<file path="src/rtl/spi_host_pkg.sv">
`timescale 1ns/1ps
package spi_host_pkg;

    localparam int REG_AW = 3;
    localparam int DW     = 16;
    localparam int DIV_W  = 7;
    localparam int HALF   = DW / 2;

    localparam logic [REG_AW-1:0] ADDR_DATA = 3'h0;
    localparam logic [REG_AW-1:0] ADDR_CTL  = 3'h2;
    localparam logic [REG_AW-1:0] ADDR_STAT = 3'h4;

    // control word, field order fixed by the register map
    typedef struct packed {
        logic [DIV_W-1:0] div;
        logic             idle_hi;
        logic             phase_late;
        logic             ie_rdy;
        logic             ie_rx;
        logic [1:0]       rsv_hi;
        logic             wide;
        logic             rsv_lo;
        logic             en;
    } ctl_t;

    // settings frozen for the duration of one word
    typedef struct packed {
        logic             wide;
        logic             phase_late;
        logic             idle_hi;
        logic [DIV_W-1:0] div;
    } xfer_cfg_t;

    typedef enum logic {ST_IDLE, ST_SHIFT} eng_state_e;

    function automatic ctl_t ctl_clean(input logic [DW-1:0] w);
        ctl_t c;
        c        = ctl_t'(w);
        c.rsv_hi = '0;
        c.rsv_lo = 1'b0;
        return c;
    endfunction

    function automatic logic [DIV_W-1:0] div_eff(input logic [DIV_W-1:0] d);
        return (d == '0) ? DIV_W'(1) : d;
    endfunction

    function automatic int word_edges(input logic wide);
        return wide ? 2 * DW : DW;
    endfunction

endpackage

</file>
<file path="src/rtl/spi_host_regs.sv">
`timescale 1ns/1ps
module spi_host_regs
    import spi_host_pkg::*;
(
    input  logic              clk,
    input  logic              rst,
    input  logic              sel,
    input  logic              wr,
    input  logic [REG_AW-1:0] addr,
    input  logic [DW-1:0]     wdata,
    input  logic              busy,
    input  logic              rbf,
    input  logic [DW-1:0]     rx_word,
    output ctl_t              ctl,
    output logic              start,
    output logic [DW-1:0]     tx_word,
    output logic              data_rd,
    output logic [DW-1:0]     rdata
);
    logic wr_ctl, wr_data;

    assign wr_ctl  = sel & wr & (addr == ADDR_CTL);
    assign wr_data = sel & wr & (addr == ADDR_DATA);
    assign data_rd = sel & ~wr & (addr == ADDR_DATA);
    assign start   = wr_data & ctl.en & ~busy;
    assign tx_word = wdata;

    always_ff @(posedge clk) begin
        if (rst)         ctl <= '0;
        else if (wr_ctl) ctl <= ctl_clean(wdata);
    end

    always_comb begin
        case (addr)
            ADDR_DATA: rdata = rx_word;
            ADDR_CTL:  rdata = ctl;
            ADDR_STAT: rdata = {{(DW-2){1'b0}}, rbf, busy};
            default:   rdata = '0;
        endcase
    end
endmodule

</file>
<file path="src/rtl/spi_host_clkgen.sv">
`timescale 1ns/1ps
module spi_host_clkgen #(
    parameter int DIV_W = 7
) (
    input  logic             clk,
    input  logic             rst,
    input  logic             start,
    input  logic [DIV_W-1:0] start_div,
    input  logic             run,
    input  logic [DIV_W-1:0] run_div,
    output logic             tick
);
    logic [DIV_W-1:0] cnt;

    // one tick every run_div+1 cycles while a word is in flight
    assign tick = run & (cnt == '0);

    always_ff @(posedge clk) begin
        if (rst)        cnt <= '0;
        else if (start) cnt <= start_div;
        else if (run) begin
            if (cnt == '0) cnt <= run_div;
            else           cnt <= cnt - 1'b1;
        end
    end
endmodule

</file>
<file path="src/rtl/spi_host_shifter.sv">
`timescale 1ns/1ps
module spi_host_shifter
    import spi_host_pkg::*;
(
    input  logic          clk,
    input  logic          rst,
    input  logic          start,
    input  logic          en,
    input  logic [DW-1:0] tx_word,
    input  xfer_cfg_t     cfg_in,
    input  logic          tick,
    input  logic          miso,
    output logic          busy,
    output logic          done,
    output xfer_cfg_t     cfg,
    output logic          sclk_q,
    output logic          mosi,
    output logic [DW-1:0] rx_word
);
    localparam int CW = $clog2(2 * DW + 1);

    eng_state_e    state;
    logic [DW-1:0] txs, rxs, rx_next, tx_aligned;
    logic [CW-1:0] ecnt;
    logic          sample_now, last;

    always_comb begin
        // edge number is ecnt+1; odd edges lead, even edges trail
        sample_now = (~ecnt[0]) ^ cfg.phase_late;
        last       = (ecnt + CW'(1)) == CW'(word_edges(cfg.wide));
        rx_next    = sample_now ? {rxs[DW-2:0], miso} : rxs;
        tx_aligned = cfg_in.wide ? tx_word : {tx_word[HALF-1:0], {HALF{1'b0}}};
    end

    assign busy = (state == ST_SHIFT);
    assign done = busy & en & tick & last;

    always_ff @(posedge clk) begin
        if (rst) begin
            state   <= ST_IDLE;
            cfg     <= '0;
            txs     <= '0;
            rxs     <= '0;
            ecnt    <= '0;
            sclk_q  <= 1'b0;
            mosi    <= 1'b0;
            rx_word <= '0;
        end else if (start) begin
            state  <= ST_SHIFT;
            cfg    <= cfg_in;
            ecnt   <= '0;
            rxs    <= '0;
            sclk_q <= cfg_in.idle_hi;
            if (!cfg_in.phase_late) begin
                mosi <= tx_aligned[DW-1];
                txs  <= tx_aligned << 1;
            end else begin
                txs  <= tx_aligned;
            end
        end else if (busy) begin
            if (!en) begin
                state  <= ST_IDLE;
                sclk_q <= cfg.idle_hi;
            end else if (tick) begin
                sclk_q <= ~sclk_q;
                ecnt   <= ecnt + 1'b1;
                if (sample_now) begin
                    rxs <= rx_next;
                end else if (!last) begin
                    mosi <= txs[DW-1];
                    txs  <= txs << 1;
                end
                if (last) begin
                    state   <= ST_IDLE;
                    rx_word <= cfg.wide ? rx_next : {{HALF{1'b0}}, rx_next[HALF-1:0]};
                end
            end
        end
    end
endmodule

</file>
<file path="src/rtl/spi_host_ctl.sv">
`timescale 1ns/1ps
module spi_host_ctl
    import spi_host_pkg::*;
(
    input  logic              clk,
    input  logic              rst,
    input  logic              reg_sel,
    input  logic              reg_wr,
    input  logic [REG_AW-1:0] reg_addr,
    input  logic [DW-1:0]     reg_wdata,
    output logic [DW-1:0]     reg_rdata,
    input  logic              spi_miso,
    output logic              spi_sclk,
    output logic              spi_mosi,
    output logic              irq
);
    ctl_t          ctl_q;
    xfer_cfg_t     cfg_new, cfg_cur;
    logic          start, data_rd, busy, done, tick, rbf, sclk_q;
    logic [DW-1:0] tx_word, rx_word;

    always_comb begin
        cfg_new.wide       = ctl_q.wide;
        cfg_new.phase_late = ctl_q.phase_late;
        cfg_new.idle_hi    = ctl_q.idle_hi;
        cfg_new.div        = div_eff(ctl_q.div);
    end

    spi_host_regs u_regs (
        .clk(clk), .rst(rst), .sel(reg_sel), .wr(reg_wr), .addr(reg_addr),
        .wdata(reg_wdata), .busy(busy), .rbf(rbf), .rx_word(rx_word),
        .ctl(ctl_q), .start(start), .tx_word(tx_word), .data_rd(data_rd),
        .rdata(reg_rdata)
    );

    spi_host_clkgen #(.DIV_W(DIV_W)) u_clkgen (
        .clk(clk), .rst(rst), .start(start), .start_div(cfg_new.div),
        .run(busy), .run_div(cfg_cur.div), .tick(tick)
    );

    spi_host_shifter u_shift (
        .clk(clk), .rst(rst), .start(start), .en(ctl_q.en), .tx_word(tx_word),
        .cfg_in(cfg_new), .tick(tick), .miso(spi_miso), .busy(busy),
        .done(done), .cfg(cfg_cur), .sclk_q(sclk_q), .mosi(spi_mosi),
        .rx_word(rx_word)
    );

    // completion wins over a read in the same cycle
    always_ff @(posedge clk) begin
        if (rst)          rbf <= 1'b0;
        else if (done)    rbf <= 1'b1;
        else if (data_rd) rbf <= 1'b0;
    end

    assign spi_sclk = busy ? sclk_q : ctl_q.idle_hi;
    assign irq      = (rbf & ctl_q.ie_rx) | (~busy & ctl_q.en & ctl_q.ie_rdy);
endmodule

</file>
<file path="config.mk">
export PLATFORM = sky130hd
export DESIGN_NAME = spi_host_ctl
export DESIGN_NICKNAME = d
export VERILOG_FILES = /design/src/rtl/spi_host_pkg.sv /design/src/rtl/spi_host_regs.sv /design/src/rtl/spi_host_clkgen.sv /design/src/rtl/spi_host_shifter.sv /design/src/rtl/spi_host_ctl.sv
export SDC_FILE = /design/constraint.sdc
export NUM_CORES = 1
export LEC_CHECK = 0
export BUFFER_PORTS_ARGS = -buffer_cell sky130_fd_sc_hd__buf_2
export CORE_MARGIN = 2
export CORE_UTILIZATION = 30
export CTS_CLUSTER_SIZE = 25
export DETAILED_ROUTE_END_ITERATION = 12
export PLACE_DENSITY = 0.47
export SLEW_MARGIN = 20
export SYNTH_ARGS = -nofsm -noshare
export SYNTH_HDL_FRONTEND = slang
export SYNTH_SLANG_ARGS = --single-unit
</file>
<file path="constraint.sdc">
create_clock -name clk -period 2.7 [get_ports clk]
set_input_delay 0.675 -clock clk [delete_from_list [all_inputs] [get_ports clk]]
set_output_delay 0.675 -clock clk [all_outputs]
set_load 0.05 [all_outputs]
</file>
# After elaboration in Yosys (flattened, before gate mapping)
# Cells that the tools add are included.
[word_totals]
regBits = 88
wordCells = 99
out_inout_bits = 19
inputBits = 24
[op_classes]
n_bitwise = 21
muxes = 35
eq_ne = 7
n_reduce_logical = 14
n_addsub = 2
[ops]
columns = ["operator", "count"]
rows = [
  ["$mux W16", 10],
  ["$pmux W16 S3", 1],
  ["$mux W7", 4],
  ["$mux W1", 19],
  ["$and A1 B1 Y1", 14],
  ["$logic_not A7 Y1", 2],
  ["$reduce_and A5 Y1", 2],
  ["$reduce_bool A2 Y1", 4],
  ["$sub A7 B1 Y7 const B", 1],
  ["$add A6 B1 Y6 const B", 1],
  ["$eq A6 B6 Y1", 1],
  ["$mux W6", 1],
  ["$ne A2 B2 Y1 const B", 3],
  ["$reduce_and A6 Y1", 1],
  ["$not A1 Y1", 5],
  ["$reduce_and A4 Y1", 1],
  ["$eq A3 B2 Y1 const B", 1],
  ["$eq A3 B3 Y1 const B", 1],
  ["$logic_not A3 Y1", 1],
  ["$ne A3 B2 Y1 const B", 1],
  ["$reduce_and A3 Y1", 1],
  ["$reduce_and A2 Y1", 1],
  ["$reduce_or A2 Y1", 1],
  ["$or A1 B1 Y1", 1],
  ["$xor A1 B1 Y1", 1],
]

# Logic depth before layout (Yosys ltp)
[depth]
word_depth = 8
ltp_mapped = 8
depth_no_buf = 7

# Hierarchy
# From an unflattened synthesis, not the netlist that was laid out.
[hier_totals]
cells_unflattened = 551
hier_area_um2 = 4959.8
[by_module_without_submodules]
columns = ["mod", "area_per_inst_um2", "seq_area_each_um2", "cells_per_inst", "instances"]
rows = [
  ["spi_host_shifter", 3289.4, 1341.3, 354, 1],
  ["spi_host_regs", 1033.5, 260.2, 117, 1],
  ["spi_host_clkgen", 538.0, 140.1, 63, 1],
  ["spi_host_ctl", 98.8, 20.0, 17, 1],
]

# Worst setup path after synthesis
# OpenSTA, ideal clock, no wires.
[synth_path]
kind = "input -> output"
from = "input port reg_addr[1]"
to = "output port reg_rdata[1]"
t_arrival_ns = 2.266
path_buffers = 2
slack_ns = -0.241
stages = 3
required_ns = 2.025
path_cell_list = "buf_2 buf_1 nor3_1"
[synth_via]
elab_chain_cells = 2
elab_cells_between_ends = 4
cone_classes = "2 x eq/ne; 1 x mux; 1 x reduce/logical"
[synth_rtl]
columns = ["element", "line_no", "text"]
rows = [
  ["start, declared", "spi_host_ctl.sv:9", "input logic [REG_AW-1:0] reg_addr,"],
  ["$eq A3 B3 Y1 (tied with other cells)", "spi_host_regs.sv:34", "case (addr)"],
  ["$pmux W16 S3 *", "spi_host_regs.sv:34", ""],
  ["end, declared", "spi_host_ctl.sv:11", "output logic [DW-1:0] reg_rdata,"],
]
# Every way passes the cells marked *; elsewhere a longest branch is shown, timed or not.

# Worst setup path in the final report
[layout_path]
from = "input port reg_addr[2]"
to = "output port reg_rdata[8]"
# Same word-level chain as after synthesis.

==> run_results.csv <==
group,metric,value,unit
run_status,outcome,"completed",
synthesis,async_reset_ff_share,0,%
placed_design,portBuffers,42,
timing,setup_viol,0,
detailed_routing,wire_per_inst,16.2,um
placed_design,place_ws,0.253,ns
timing,slew_headroom,69.0,%
final_layout,final_common_cell,"dfxtp_1",
synthesis,synth_top_family_by_area,"multiplexers",
setup_path,cpMostUsedCell,"buf_2",
cts,cts_tree,"done",
synthesis,synth_compound_area_share,15.7,%
detailed_routing,via_per_inst,5.12,
synthesis,syn_area_per_cell,9.04,sq um
grt,grt_pass1_vias,3853,
timing,whs,0.457,ns
detailed_routing,drc,0,
floorplan,start_util,30.7,%
placed_design,gp_congestion,0.781,
setup_path,crit_fanout,12,
cts,post_cts_resized,0,
placed_design,hpwl,9030,um
synthesis,muxShareOfSynthArea,21.4,%
timing,rsz0062_at_grt,"false",
timing,fin_crit,2.46,ns
synthesis,synth_edf_count,0,
timing,skew,0.00634,ns
setup_path,critPathArrivalTime,1.78,ns
grt,antenna_found_initial,0,
grt,grt_pass1_wl,20800,um
timing,timing.final.crit_share,91.1,%
floorplan,ios,43,
setup_path,crit_chain,"buf_2, or2_2, nor2_2, buf_2",
detailed_routing,vias,4064,
cts,cts_setup_buffers,0,
final_layout,layout_common_cells,"88 x dfxtp_1, 71 x mux2i_1, 59 x nand2_1",
cts,clk_pin_slew,0.06,ns
grt,grt_max_degree,70,
job,maxCapViolations,0,
timing,hold_viol_final,0,
timing,tightestPinTransition,0.463,ns
cts,cts_buffers,9,
floorplan,core,0.0159,sq mm
final_layout,antenna_cells,0,
power_and_ir_drop,p_leak,2.10,nW
setup_path,cp_num_buf_inv,2,
power_and_ir_drop,power.density,493,mW/mm^2
synthesis,syn_inst,542,
timing,tns,0,ns
setup_path,worst_setup_path_start_kind,"input port",
floorplan,die_x,132,um
cts,clk_latency,0.35,ns
setup_path,crit_path_end_kind,"primary output",
cts,cts_hold_buf,0,
cts,cts_max_level,3,
floorplan,dieArea,0.0174,sq mm
setup_path,crit_family,"simple AND/OR/NAND/NOR gates",
final_layout,fillers,1643,
hold_path,hp-class,"flip-flop to flip-flop",
detailed_routing,drtAntennaViolNets,0,
synthesis,synth_xor_area_share,1.99,%
setup_path,slowest_stage,"or2_2",
synthesis,syn_nets,570,
cts,cts_buffer_depth,2,
setup_path,worst-setup-path-type,"input port to primary output",
synthesis,yosysWarningCount,0,
final_layout,drive_above_1_share,22.7,%
synthesis,synth_sequential_area_ratio,36.0,%
detailed_routing,drt_iter0_markers,221,
synthesis,synthDistinctLibCells,66,
timing,max_freq,407,MHz
synthesis,yosys.area_share.simple,18.8,%
cts,cts_sinks,88,
synthesis,synth_seq_cells,88,
timing,drv_slew,0,
final_layout,layout.nets,600,
final_layout,syn2layout_area_growth,15.8,%
setup_path,reg2reg_slack,0.31,ns
synthesis,netlist_area,0.00490,sq mm
synthesis,ys.flop_type,"dfxtp_1",
setup_path,required,2.03,ns
cts,cts-root-buf,"clkbuf_16",
detailed_routing,firstDrtPassIters,4,
timing,layout_setup_ws,0.241,ns
detailed_routing,wl,12900,um
grt,grt_overflow,0,
power_and_ir_drop,worst_ir_drop_vdd,0.000215,V
floorplan,std_cell_rows,46,
grt,groute.usage.overall,15.0,%
setup_path,slowest_delay,0.46,ns
floorplan,die_height,132,um
synthesis,synth_adder_area_share,1.02,%
-- registers in the layout (all words and copies together), names as in the netlist --
| signal | count |
|---|---|
| u_regs.ctl | 13 |
| u_clkgen.cnt | 7 |
| u_shift.ecnt | 6 |
| u_shift.txs | 16 |
| u_shift.rxs | 16 |
| u_shift.busy | 1 |
| u_shift.rx_word | 16 |
| u_shift.sclk_q | 1 |
| u_shift.cfg | 10 |
| rbf | 1 |
| u_shift.mosi | 1 |
-- cell usage after synthesis (all sizes together), types with 8 or more instances --
master	instances	area share [%]
dfxtp	88	36
mux2i	71	15
nand2	60	4.6
nor2	59	4.6
a21oi	32	3.3
mux2	27	6.9
buf	23	3.2
clkbuf	21	1.6
o31ai	18	2.9
o311ai	17	3.0
nand3	16	1.8
nor2b	16	2.0
o211ai	11	1.7
nor3	8	1.1
o21ai	8	0.82
-- worst paths after layout --
check / from / to / depth (start not counted)
worst min register to register: u_shift.cfg[2] / u_shift.cfg[2] / 2
worst max-delay path: reg_addr[2] / reg_rdata[8] / 4
worst min-delay path: u_shift.cfg[2] / u_shift.cfg[2] / 2
worst max register to register: u_shift.ecnt[1] / u_shift.rx_word[11] / 6
-- cell type report --
class | instances | area (sq um) | area share (%)
Timing Repair Buffer | 63 | 393 | 6.93
Sequential cell | 88 | 1760 | 31.1
Clock inverter | 6 | 90.1 | 1.59
Inverter | 5 | 18.8 | 0.331
Multi-Input combinational cell | 405 | 2910 | 51.3
Clock buffer | 10 | 229 | 4.04
Tap cell | 216 | 270 | 4.76
-- layer usage --
layer | track usage, % | wire, um | vias up | part of all wire [%]
met3 | 3.46 | 665 | 14 | 5.2
met4 | 4.95 | 206 | 0 | 1.6
met1 | 20.6 | 6010 | 1928 | 47
li1 | - | - | 2015 | -
met5 | 0 | 0 | - | 0
met2 | 23.3 | 6000 | 107 | 47
-- report_power, final --
part | total (mW) | internal [mW] | leakage [nW] | switching [mW]
Combinational | 0.117 | 0.0409 | 1.24 | 0.0766
Clock | 1.38 | 0.817 | 0.153 | 0.561
Sequential | 1.30 | 1.30 | 0.709 | 0.00429
Total | 2.80 | 2.16 | 2.10 | 0.642
-- through the flow --
step	utilization [%]	cells	power, mW	area (sq um)
floorplan	-	542	1.40	4930
global placement	33.6	777	1.45	5350
detailed placement	33.6	777	1.45	5350
CTS	35.6	793	2.83	5670
global route	35.6	793	2.90	5670
finish	35.6	793	2.80	5670
-- cells by family after synthesis --
logic type      Yosys count
flops                    88
mux                      98
simple gates            187
xor+xnor                  9
buf+inv                  49
fa+ha+maj                 4
compound gates          107
-- tightest hold or removal path, cell delays in order (launching register included) --
cell,delay [ns]
dfxtp_1,0.31
nand2_1,0.05
a21oi_1,0.05
(Power assumes the default switching activity.)
